$ cat config.mk
export PLATFORM = sky130hd
export DESIGN_NAME = trace_frame_gen
export DESIGN_NICKNAME = d
export VERILOG_FILES = /design/src/rtl/tfg_pkg.sv /design/src/rtl/tfg_sym_pipe.sv /design/src/rtl/tfg_span_cnt.sv /design/src/rtl/trace_frame_gen.sv
export SDC_FILE = /design/constraint.sdc
export NUM_CORES = 1
export LEC_CHECK = 0
export BUFFER_PORTS_ARGS = -buffer_cell sky130_fd_sc_hd__buf_2
export CAP_MARGIN = 15
export CORE_MARGIN = 10
export CORE_UTILIZATION = 55
export DETAILED_ROUTE_END_ITERATION = 16
export GPL_TIMING_DRIVEN = 0
export PLACE_DENSITY = 0.81
export RECOVER_POWER = 50
export SLEW_MARGIN = 20
export SYNTH_ARGS = -nofsm -noshare
export SYNTH_HDL_FRONTEND = slang
export SYNTH_SLANG_ARGS = --single-unit
$ cat constraint.sdc
create_clock -name clk -period 2.7 [get_ports clk]
set_input_delay 0.135 -clock clk [delete_from_list [all_inputs] [get_ports clk]]
set_output_delay 0.135 -clock clk [all_outputs]
set_load 0.01 [all_outputs]
$ cat src/rtl/tfg_pkg.sv
package tfg_pkg;
    typedef enum logic [1:0] {
        ST_IDLE  = 2'd0,
        ST_LEAD  = 2'd1,
        ST_TAIL  = 2'd2,
        ST_BLIND = 2'd3
    } tfg_state_e;
endpackage

$ cat src/rtl/tfg_sym_pipe.sv
module tfg_sym_pipe #(
    parameter int SW   = 4,
    parameter int NSYM = 2
) (
    input  logic                      clk,
    input  logic                      rst_n,
    input  logic [NSYM-1:0][SW-1:0]   din,
    output logic [NSYM-1:0][SW-1:0]   dout
);
    for (genvar g = 0; g < NSYM; g++) begin : g_lane
        logic [SW-1:0] lane_q;
        always_ff @(posedge clk or negedge rst_n) begin
            if (!rst_n) lane_q <= '0;
            else        lane_q <= din[g];
        end
        assign dout[g] = lane_q;
    end
endmodule

$ cat src/rtl/tfg_span_cnt.sv
module tfg_span_cnt #(
    parameter int LW = 8
) (
    input  logic          clk,
    input  logic          rst_n,
    input  logic          load,
    input  logic          step,
    input  logic [LW-1:0] len_in,
    input  logic [LW-1:0] tb_in,
    output logic          last_sym,
    output logic          blk_head,
    output logic          fits
);
    logic [LW-1:0] rem_q;
    logic [LW-1:0] phase_q;
    logic [LW-1:0] tbq_q;
    logic [LW:0]   phase_inc;

    assign phase_inc = {1'b0, phase_q} + {{LW{1'b0}}, 1'b1};

    always_ff @(posedge clk or negedge rst_n) begin
        if (!rst_n) begin
            rem_q   <= '0;
            phase_q <= '0;
            tbq_q   <= '0;
        end else if (load) begin
            rem_q   <= len_in - LW'(1);
            tbq_q   <= tb_in;
            phase_q <= (tb_in <= LW'(1)) ? '0 : LW'(1);
        end else if (step) begin
            rem_q   <= rem_q - LW'(1);
            phase_q <= (phase_inc == {1'b0, tbq_q}) ? '0 : phase_inc[LW-1:0];
        end
    end

    assign last_sym = (rem_q == LW'(1));
    assign blk_head = (phase_q == '0);
    assign fits     = (rem_q <= tbq_q);


    rem_underflow_chk: assert property (@(posedge clk) disable iff (!rst_n)
        step |-> (rem_q != '0));
endmodule

$ cat src/rtl/trace_frame_gen.sv
module trace_frame_gen
    import tfg_pkg::*;
#(
    parameter int SW = 4,
    parameter int LW = 8
) (
    input  logic          clk,
    input  logic          rst_n,
    input  logic          in_valid,
    input  logic          in_start,
    input  logic [SW-1:0] sym_a,
    input  logic [SW-1:0] sym_b,
    input  logic [LW-1:0] pkt_len,
    input  logic [LW-1:0] tb_len,
    output logic          out_valid,
    output logic [SW-1:0] out_sym_a,
    output logic [SW-1:0] out_sym_b,
    output logic          out_start,
    output logic          out_tb_block,
    output logic          out_err
);
    localparam int NSYM = 2;

    tfg_state_e state, nxt;
    logic mark, strobe, err_c, load, step;
    logic last_sym, blk_head, fits, bad_len;
    logic [NSYM-1:0][SW-1:0] sym_in, sym_out;

    assign sym_in    = {sym_b, sym_a};
    assign out_sym_a = sym_out[0];
    assign out_sym_b = sym_out[1];
    assign bad_len   = (pkt_len == '0) || (tb_len == '0);

    tfg_sym_pipe #(.SW(SW), .NSYM(NSYM)) u_pipe (
        .clk (clk), .rst_n (rst_n), .din (sym_in), .dout (sym_out)
    );

    tfg_span_cnt #(.LW(LW)) u_cnt (
        .clk (clk), .rst_n (rst_n), .load (load), .step (step),
        .len_in (pkt_len), .tb_in (tb_len),
        .last_sym (last_sym), .blk_head (blk_head), .fits (fits)
    );

    always_ff @(posedge clk or negedge rst_n) begin
        if (!rst_n) state <= ST_IDLE;
        else        state <= nxt;
    end

    always_comb begin
        nxt    = state;
        mark   = 1'b0;
        strobe = 1'b0;
        err_c  = 1'b0;
        load   = 1'b0;
        step   = 1'b0;
        if (in_valid) begin
            unique case (state)
                ST_IDLE: begin
                    if (in_start) begin
                        mark   = 1'b1;
                        load   = 1'b1;
                        err_c  = bad_len;
                        strobe = !bad_len && (pkt_len <= tb_len);
                        if (pkt_len <= LW'(1))       nxt = ST_IDLE;
                        else if (bad_len)            nxt = ST_BLIND;
                        else if (pkt_len <= tb_len)  nxt = ST_TAIL;
                        else                         nxt = ST_LEAD;
                    end
                end
                ST_LEAD: begin
                    step  = 1'b1;
                    err_c = in_start;
                    if (blk_head && fits) begin
                        strobe = 1'b1;
                        nxt    = last_sym ? ST_IDLE : ST_TAIL;
                    end
                end
                ST_TAIL: begin
                    step   = 1'b1;
                    strobe = 1'b1;
                    err_c  = in_start;
                    if (last_sym) nxt = ST_IDLE;
                end
                ST_BLIND: begin
                    step  = 1'b1;
                    err_c = in_start;
                    if (last_sym) nxt = ST_IDLE;
                end
            endcase
        end
    end

    always_ff @(posedge clk or negedge rst_n) begin
        if (!rst_n) begin
            out_valid    <= 1'b0;
            out_start    <= 1'b0;
            out_tb_block <= 1'b0;
            out_err      <= 1'b0;
        end else begin
            out_valid    <= in_valid;
            out_start    <= mark;
            out_tb_block <= strobe;
            out_err      <= err_c;
        end
    end


    zero_len_err_chk: assert property (@(posedge clk) disable iff (!rst_n)
        (state == ST_IDLE && in_valid && in_start && bad_len)
        |=> (out_err && out_start && !out_tb_block));


    early_start_chk: assert property (@(posedge clk) disable iff (!rst_n)
        (state != ST_IDLE && in_valid && in_start) |=> (out_err && !out_start));


    tail_end_chk: assert property (@(posedge clk) disable iff (!rst_n)
        (state == ST_IDLE && !(in_valid && in_start)) |=> (!out_tb_block && !out_start));


    idle_gap_chk: assert property (@(posedge clk) disable iff (!rst_n)
        !in_valid |=> (!out_valid && !out_tb_block && !out_start && !out_err));


    single_blk_chk: assert property (@(posedge clk) disable iff (!rst_n)
        (state == ST_IDLE && in_valid && in_start && !bad_len && pkt_len <= tb_len)
        |=> (out_start && out_tb_block));
endmodule

==> results of run 1 <==
[routing by layer]
layer,share of wire [%],GRT usage (%),up-vias
met5,0,0,-
met4,2.2,8.25,0
met3,5.1,3.00,11
met2,50,29.6,80
met1,42,21.1,1102
li1,-,-,1108
[cells by family after synthesis]
logic type | after synthesis | synth area share, %
xor+xnor | 15 | 5.33
simple gates | 91 | 19.0
fa+ha+maj | 22 | 11.2
buf+inv | 36 | 5.59
compound gates | 77 | 20.3
flops | 38 | 38.6
[power groups by stage]
stage          clock [mW]  sequential, mW  combinational, mW
3_5_place_dp            0           0.925               1.09
4_1_cts             0.422           0.916               1.12
2_1_floorplan           0           0.893              0.825
3_3_place_gp            0           0.923               1.04
5_1_grt             0.447           0.950               1.32
6_report            0.411           0.927               1.16
[cell type report]
cell class / instances / area, sq um
plain buffers: 10 / 41.3
clock buffers: 6 / 82.6
clock inverters: 2 / 12.5
fillers: 347 / 1430
inverters: 26 / 97.6
multi-input cells: 206 / 1390
flip-flops and latches: 38 / 952
well taps: 52 / 65.1
repair buffers: 48 / 275
[Yosys cell counts, types with 3 or more instances]
cell type,n,area share [%]
ha_1,22,11
nor4_1,8,2.0
a22oi_1,4,1.2
nand3_1,11,2.2
nor2_1,14,2.1
nor3_1,5,1.0
inv_1,25,3.8
nand2_1,29,4.4
a31oi_1,3,0.76
xor2_1,5,1.8
dfrtp_1,38,39
nand4_1,4,1.0
nand2b_1,4,1.0
o21ai_0,20,4.1
clkbuf_1,8,1.2
xnor2_1,10,3.6
a21oi_1,20,4.1
or2_2,3,0.76
a21o_1,11,3.4
o22ai_1,3,0.76
[state kept, by name, indices dropped and copies added, names as in the netlist]
register and count:
u_cnt.tbq_q 8, u_pipe.g_lane.lane_q 8, u_cnt.rem_q 8, u_cnt.phase_q 8, out_tb_block 1, out_start 1, state 2, out_valid 1
out_err 1
[per-stage QoR]
stage               utilization, %  instances
floorplan                        -        279
finish                        67.1        388
detailed placement            62.4        369
global route                  67.1        388
CTS                           66.9        387
global placement              62.4        369
[worst min-delay path: stages]
cell and delay (ns):
buf_2 0.09, nand2_1 0.04, o21ai_0 0.06
[how the worst max path moves through the flow]
stage	endpoint	startpoint
after global routing	u_cnt.phase_q[7]$_DFFE_PN0P_	u_cnt.phase_q[1]$_DFFE_PN0P_
after detailed placement	u_cnt.rem_q[7]$_DFFE_PN0P_	state[1]$_DFFE_PN0P_
after floorplan	u_cnt.phase_q[7]$_DFFE_PN0P_	u_cnt.phase_q[2]$_DFFE_PN0P_
after global placement	u_cnt.rem_q[5]$_DFFE_PN0P_	state[1]$_DFFE_PN0P_
after CTS	u_cnt.rem_q[1]$_DFFE_PN0P_	state[1]$_DFFE_PN0P_
final	u_cnt.phase_q[7]$_DFFE_PN0P_	u_cnt.phase_q[1]$_DFFE_PN0P_
[what timing repair did]
action                     in CTS  in global routing
hold buffers                   10                  0
resized for setup               0                  4
buffers inserted                0                  0
setup endpoints to repair       0                  1
hold endpoints to repair       47                  0
==> flow_summary.json, run 1 <==
{
  "rows": 24,
  "arrival_ns": 2.67,
  "r2r_slack_ns": 0.21,
  "place_area_sq_um": 2720,
  "cts_tree": "done",
  "final_area_sq_um": 2920,
  "hold_path_class": "input port to flop",
  "wl_per_cell_um": 16.2,
  "ys_ff_latch": 38,
  "drive_above_1_share_pct": 15.2,
  "p_sw_share_pct": 42.5,
  "die_h_um": 86.9,
  "hold_depth": 3,
  "setup_slack_ns": 0.210,
  "slowest_delay_ns": 0.46,
  "slew_headroom_pct": 43.8,
  "drt_iter0_drc": 73,
  "ys_warn_count": 0,
  "switchingPower_mw": 1.06,
  "intPower_mw": 1.44,
  "end_kind": "flop",
  "finalCriticalPeriod_ns": 2.49,
  "clock_path_buffers": 2,
  "critPathTopFamily": "compound AO/OA/AOI/OAI gates",
  "cts.sinks": 38,
  "seqPwrFrac_pct": 37.1,
  "worstReg2RegStart": "u_cnt.phase_q[1]$_DFFE_PN0P_",
  "die_w_um": 86.9,
  "fmax_mhz": 402,
  "root_buffer": "clkbuf_8",
  "slowest_stage": "dfrtp_1",
  "via_count": 2301,
  "clk_pin_slew_worst_paths_ns": 0.08,
  "layout.cells.most_common": "dfrtp_1",
  "finalCritPeriodShare_pct": 92.2,
  "io_buffers": 38,
  "boundaryPins": 40,
  "slew_viol_final": 0,
  "mostFrequentLayoutCells": "dfrtp_1 (37), nand2_1 (29), buf_2 (28), inv_1 (25), ha_1 (22)",
  "via_per_inst": 5.93,
  "synth_cell_type_count": 48,
  "finalHoldViolCount": 0,
  "final_antenna_net_count": 0,
  "netlist_instances": 279,
  "crit_fanout": 6,
  "worstReg2RegEnd": "u_cnt.phase_q[7]$_DFFE_PN0P_",
  "powerDensity_nw_per_um2": 856,
  "vdd_drop_max_mv": 0.387,
  "grt_pass1_vias": 2339,
  "whs_ns": 0.0623,
  "critical_path_depth": 8,
  "nets": 385,
  "pwr-share-comb_pct": 46.5,
  "routabilityCongestion": 0.875,
  "grt_pass1_wl_mm": 10.8,
  "finalSetupViolations": 0,
  "clockPowerShare_pct": 16.4,
  "synthFlopType": "dfrtp_1",
  "crit_buf_inv": 0,
  "coreArea_sq_um": 4350,
  "overflow": 0,
  "status": "finished, final reports clean",
  "tns_ns": 0,
  "synth-async-reset-ratio_pct": 100,
  "syn_to_final_growth_pct": 18.5,
  "drc": 0,
  "cp-start-kind": "flop",
  "hpwl_mm": 4.43,
  "holdPathEnd": "u_cnt.tbq_q[4]$_DFFE_PN0P_",
  "cts_buffers": 5,
  "n_antenna_cell": 0,
  "htree_levels": 2,
  "synth_nets": 329,
  "synth-edff-count": 0,
  "p_leak_nw": 1.41,
  "clock_skew_ns": 0.00489,
  "syn-cell-area_sq_um": 2460,
  "syn_avg_cell_area_sq_um": 8.83,
  "critPathKind": "flop to flop",
  "routed_wl_mm": 6.27,
  "cap_violations": 0,
  "clk_latency_ns": 0.29,
  "grt_start_max_net_pins": 39,
  "hp-start": "tb_len[4]",
  "worstMarginPinSlew_ns": 0.833,
  "total_power_mw": 2.50,
  "post-place-ws_ns": 0.231,
  "design.die.area_sq_um": 7560,
  "drt_first_pass_iters": 4,
  "initial_utilization_pct": 56.6,
  "crit_chain": "ha_1 > nand3_1 > xnor2_1 > nor4_1 > o2111ai_2 > o211ai_4 > nor3_2 > a211o_1",
  "rr_worst_depth": 8,
  "ys_seq_area_share_pct": 38.6,
  "grt.total_usage_pct": 17.6,
  "grt_antenna_before_repair": 0,
  "worstPathRequired_ns": 2.88
}
(Power assumes the default switching activity.)
==> run 2: changes to the inputs <==
CORE_UTILIZATION = 41   (was 55)
PLACE_DENSITY = 0.64   (was 0.81)
==> flow_summary.json, run 2 (synthesis results as in run 1) <==
{
  "cap_violations": 0,
  "die_h_um": 97.5,
  "die_w_um": 97.5,
  "slew_viol_final": 0,
  "cp-start-kind": "flop",
  "rows": 28,
  "worstMarginPinSlew_ns": 0.848,
  "via_count": 2208,
  "clk_pin_slew_worst_paths_ns": 0.08,
  "design.die.area_sq_um": 9510,
  "end_kind": "flop",
  "crit_fanout": 6,
  "overflow": 0,
  "worstReg2RegEnd": "u_cnt.phase_q[5]$_DFFE_PN0P_",
  "seqCellArea_sq_um": 952,
  "coreArea_sq_um": 5890,
  "finalCritPeriodShare_pct": 88.0,
  "initial_utilization_pct": 41.9,
  "htree_levels": 2,
  "holdPathEnd": "u_cnt.tbq_q[0]$_DFFE_PN0P_",
  "powerDensity_nw_per_um2": 847,
  "arrival_ns": 2.56,
  "worstPathRequired_ns": 2.88,
  "grt_pass1_vias": 2211,
  "rsz0062_at_grt": "false",
  "grt_antenna_before_repair": 0,
  "io_buffers": 38,
  "layout.cells.most_common": "dfrtp_1",
  "grt_start_max_net_pins": 39,
  "routabilityCongestion": 0.860,
  "syn_to_final_growth_pct": 20.3,
  "worstReg2RegStart": "u_cnt.phase_q[1]$_DFFE_PN0P_",
  "drc": 0,
  "cts_buffers": 5,
  "finalSetupViolations": 0,
  "hpwl_mm": 4.59,
  "clock_path_buffers": 2,
  "p_leak_nw": 1.42,
  "whs_ns": 0.0726,
  "r2r_slack_ns": 0.32,
  "grt_pass1_wl_mm": 10.4,
  "tns_ns": 0,
  "drive_above_1_share_pct": 15.1,
  "rr_worst_depth": 9,
  "vdd_drop_max_mv": 0.407,
  "status": "finished, final reports clean",
  "routed_wl_mm": 6.00,
  "n_antenna_cell": 0,
  "hold_depth": 3,
  "final_antenna_net_count": 0,
  "boundaryPins": 40,
  "mostFrequentLayoutCells": "dfrtp_1 (37), nand2_1 (29), buf_2 (28), inv_1 (25), ha_1 (22)",
  "setup_slack_ns": 0.323,
  "finalHoldViolCount": 0,
  "clock_skew_ns": 0.00633,
  "cts.sinks": 38,
  "grt.total_usage_pct": 12.7,
  "multi_input_area_sq_um": 1380,
  "clk_latency_ns": 0.29,
  "fmax_mhz": 421,
  "dp_cells": 392,
  "fin_cells": 412,
  "filler_cell_count": 575,
  "root_buffer": "clkbuf_8",
  "hold_path_class": "input port to flop",
  "cts_tree": "done",
  "drt_first_pass_iters": 4,
  "slew_headroom_pct": 43.5,
  "wl_per_cell_um": 14.6,
  "post-place-ws_ns": 0.192,
  "hp-start": "tb_len[0]",
  "nets": 386,
  "via_per_inst": 5.36,
  "critPathKind": "flop to flop",
  "drt_iter0_drc": 134,
  "finalCriticalPeriod_ns": 2.38
}
## run 2: area by class of cell
cell class                 instances  share of cell area (%)
timing repair buffer              50                    9.79
tap                               75                    3.17
clock inverter                     3                    1.52
multi-input combinational        205                    46.4
sequential                        38                    32.1
inverter                          26                    3.29
buffer                            10                    1.39
clock buffer                       5                    2.32
## run 2: metrics by stage
step	total power, mW	utilization [%]	instance area [sq um]
after global routing	2.75	50.4	2960
after global placement	1.99	46.7	2750
after CTS	2.52	50.3	2960
after detailed placement	2.01	46.7	2750
final	2.51	50.4	2960
after floorplan	1.72	-	2460
## run 2: how the worst max path moves through the flow
stage / cells after the start / end / slack (ns) / start
2_1_floorplan: 8 / u_cnt.phase_q[7]$_DFFE_PN0P_ / 0.55 / u_cnt.phase_q[2]$_DFFE_PN0P_
3_3_place_gp: 6 / u_cnt.rem_q[5]$_DFFE_PN0P_ / 0.16 / state[1]$_DFFE_PN0P_
3_5_place_dp: 6 / u_cnt.rem_q[7]$_DFFE_PN0P_ / 0.19 / state[1]$_DFFE_PN0P_
4_1_cts: 6 / u_cnt.rem_q[7]$_DFFE_PN0P_ / 0.16 / state[1]$_DFFE_PN0P_
5_1_grt: 9 / u_cnt.phase_q[5]$_DFFE_PN0P_ / 0.05 / u_cnt.phase_q[1]$_DFFE_PN0P_
6_report: 9 / u_cnt.phase_q[5]$_DFFE_PN0P_ / 0.32 / u_cnt.phase_q[1]$_DFFE_PN0P_
## run 2: metal layers
metal  up-vias  GRT usage, %  wire length [um]
met4         0          4.81                99
met1      1060          16.0              2820
li1       1096             -                 -
met5         -             0                 0
met2        44          20.7              2840
met3         8          2.70               246
## run 2: critical path, cell delays in order, from the launching register on
cell and delay (ns):
dfrtp_1 0.45, ha_1 0.28, nand3_1 0.16, xnor2_1 0.18, nor4_1 0.28, o2111ai_1 0.22
o211ai_4 0.31, buf_4 0.18, a21oi_1 0.04, a21o_1 0.15
## run 2: repair_timing
item                                   CTS  global route
buffers inserted                         0             2
endpoints found under the hold margin   47             0
resized for setup                        0             3
setup endpoints to repair                0             9
hold buffers                            10             0
## run 2: where the power goes
part	internal (mW)	switching, mW
clock	0.275	0.211
sequential	0.742	0.178
combinational	0.488	0.618
total	1.50	1.01
==> run 3: changes to the inputs <==
==> constraint.sdc (replaced) <==
create_clock -name clk -period 2.7 [get_ports clk]
set_input_delay 0.81 -clock clk [delete_from_list [all_inputs] [get_ports clk]]
set_output_delay 0.81 -clock clk [all_outputs]
set_load 0.01 [all_outputs]
==> flow_summary.json, run 3 (synthesis results as in run 1) <==
{
  "grt_start_max_net_pins": 39,
  "grt_pass1_vias": 2174,
  "die_h_um": 97.5,
  "fin_cells": 402,
  "n_antenna_cell": 0,
  "syn_to_final_growth_pct": 16.9,
  "routabilityCongestion": 0.860,
  "drive_above_1_share_pct": 19.3,
  "rows": 28,
  "crit_fanout": 6,
  "met1_usage_pct": 15.9,
  "dp_cells": 392,
  "initial_utilization_pct": 41.9,
  "mostFrequentLayoutCells": "buf_2 (39), dfrtp_1 (37), nand2_1 (29), inv_1 (25), ha_1 (22)",
  "worstPathRequired_ns": 2.88,
  "finalHoldViolCount": 0,
  "coreArea_sq_um": 5890,
  "postCtsHoldBufs": 0,
  "slowest_stage": "dfrtp_1",
  "status": "finished, final reports clean",
  "powerDensity_nw_per_um2": 872,
  "p_leak_nw": 1.41,
  "design.die.area_sq_um": 9510,
  "htree_levels": 2,
  "slew_headroom_pct": 37.0,
  "final_antenna_net_count": 0,
  "drt_first_pass_iters": 4,
  "critPathKind": "flop to flop",
  "total_power_mw": 2.51,
  "cp-start-kind": "flop",
  "gr-usage-met3_pct": 2.70,
  "end_kind": "flop",
  "io_buffers": 38,
  "slew_viol_final": 0,
  "seqCellArea_sq_um": 952,
  "hold_path_class": "flop to flop",
  "hpwl_mm": 4.59,
  "final_area_sq_um": 2880,
  "boundaryPins": 40,
  "crit_chain": "ha_1 > nand3_1 > xnor2_1 > nor4_1 > o2111ai_1 > o211ai_4 > buf_4 > a21oi_1 > a21o_1",
  "drc": 0,
  "cts_tree": "done",
  "cts_buffers": 5,
  "layout.cells.most_common": "buf_2",
  "use_met2_pct": 20.2,
  "nets": 376,
  "die_w_um": 97.5,
  "finalSetupViolations": 0,
  "filler_cell_count": 582,
  "via_per_inst": 5.37,
  "cts.sinks": 38,
  "vdd_drop_max_mv": 0.406,
  "fmax_mhz": 419,
  "final_core_util_pct": 48.9,
  "clk_pin_slew_worst_paths_ns": 0.08,
  "clock_path_buffers": 2,
  "drt_iter0_drc": 110,
  "rsz0062_at_grt": "false",
  "place_area_sq_um": 2750,
  "slowest_delay_ns": 0.46,
  "clk_latency_ns": 0.29,
  "whs_ns": 0.555,
  "tns_ns": 0,
  "setup_slack_ns": 0.314,
  "wl_per_cell_um": 14.6,
  "arrival_ns": 2.57,
  "grt.total_usage_pct": 12.5,
  "multi_input_area_sq_um": 1380,
  "clock_skew_ns": 0.00712,
  "via_count": 2159,
  "grt.busiest_layer": "met2",
  "overflow": 0,
  "cap_violations": 0,
  "root_buffer": "clkbuf_8",
  "finalCriticalPeriod_ns": 2.39,
  "finalCritPeriodShare_pct": 88.4,
  "grt_pass1_wl_mm": 10.2,
  "routed_wl_mm": 5.86,
  "worstMarginPinSlew_ns": 0.945,
  "grt_antenna_before_repair": 0,
  "post-place-ws_ns": 0.00381
}
## run 3: cell count changes in the layout (fill, tap and decap cells not counted)
cell / change
dlygate4sd3_1: -10
buf_2: +11
clkbuf_1: -12
clkbuf_2: +1
## run 3: layout make-up
| class | instances | area share [%] |
|---|---|---|
| plain buffers | 10 | 1.43 |
| clock buffers | 5 | 2.39 |
| clock inverters | 3 | 1.56 |
| inverters | 26 | 3.39 |
| multi-input cells | 205 | 47.8 |
| flip-flops and latches | 38 | 33.1 |
| well taps | 75 | 3.26 |
| repair buffers | 40 | 7.13 |
## run 3: critical path: cells and delay by family, from the launching register on
kind,cells,cell delay (ns)
adders and majority gates,1,0.28
buffers and inverters,1,0.18
DFF,1,0.46
xor gates and xnor gates,1,0.18
and+or+nand+nor,2,0.44
AOI/OAI and AO/OA,4,0.72
## run 3: power breakdown
part	switching (mW)	internal [mW]	leakage, nW
sequential	0.179	0.742	0.470
clock	0.216	0.275	0.0504
combinational	0.614	0.483	0.891
## run 3: what timing repair did
| item | 4_1_cts | 5_1_grt |
|---|---|---|
| setup endpoints to repair | 0 | 9 |
| setup buffers | 0 | 2 |
| endpoints found under the hold margin | 0 | 0 |
| resized for setup | 0 | 3 |
## run 3: path summary, 6_finish.rpt
path / start / to / slack (ns) / cells past startpoint
setup reg to reg: u_cnt.phase_q[1]$_DFFE_PN0P_ / u_cnt.phase_q[5]$_DFFE_PN0P_ / 0.31 / 9
setup / recovery: u_cnt.phase_q[1]$_DFFE_PN0P_ / u_cnt.phase_q[5]$_DFFE_PN0P_ / 0.31 / 9
min in group asynchronous: rst_n / u_pipe.g_lane[0].lane_q[3]$_DFF_PN0_ / 0.65 / 1
hold reg to reg: u_cnt.rem_q[7]$_DFFE_PN0P_ / u_cnt.rem_q[7]$_DFFE_PN0P_ / 0.56 / 2
hold / removal: u_cnt.rem_q[7]$_DFFE_PN0P_ / u_cnt.rem_q[7]$_DFFE_PN0P_ / 0.56 / 2
max in group asynchronous: rst_n / u_cnt.phase_q[0]$_DFFE_PN0P_ / 1.40 / 1
## run 3: metal layers
layer	wire length [um]	vias up
met3	221	9
met1	2810	1025
met5	0	-
li1	-	1077
met4	99	0
met2	2730	48
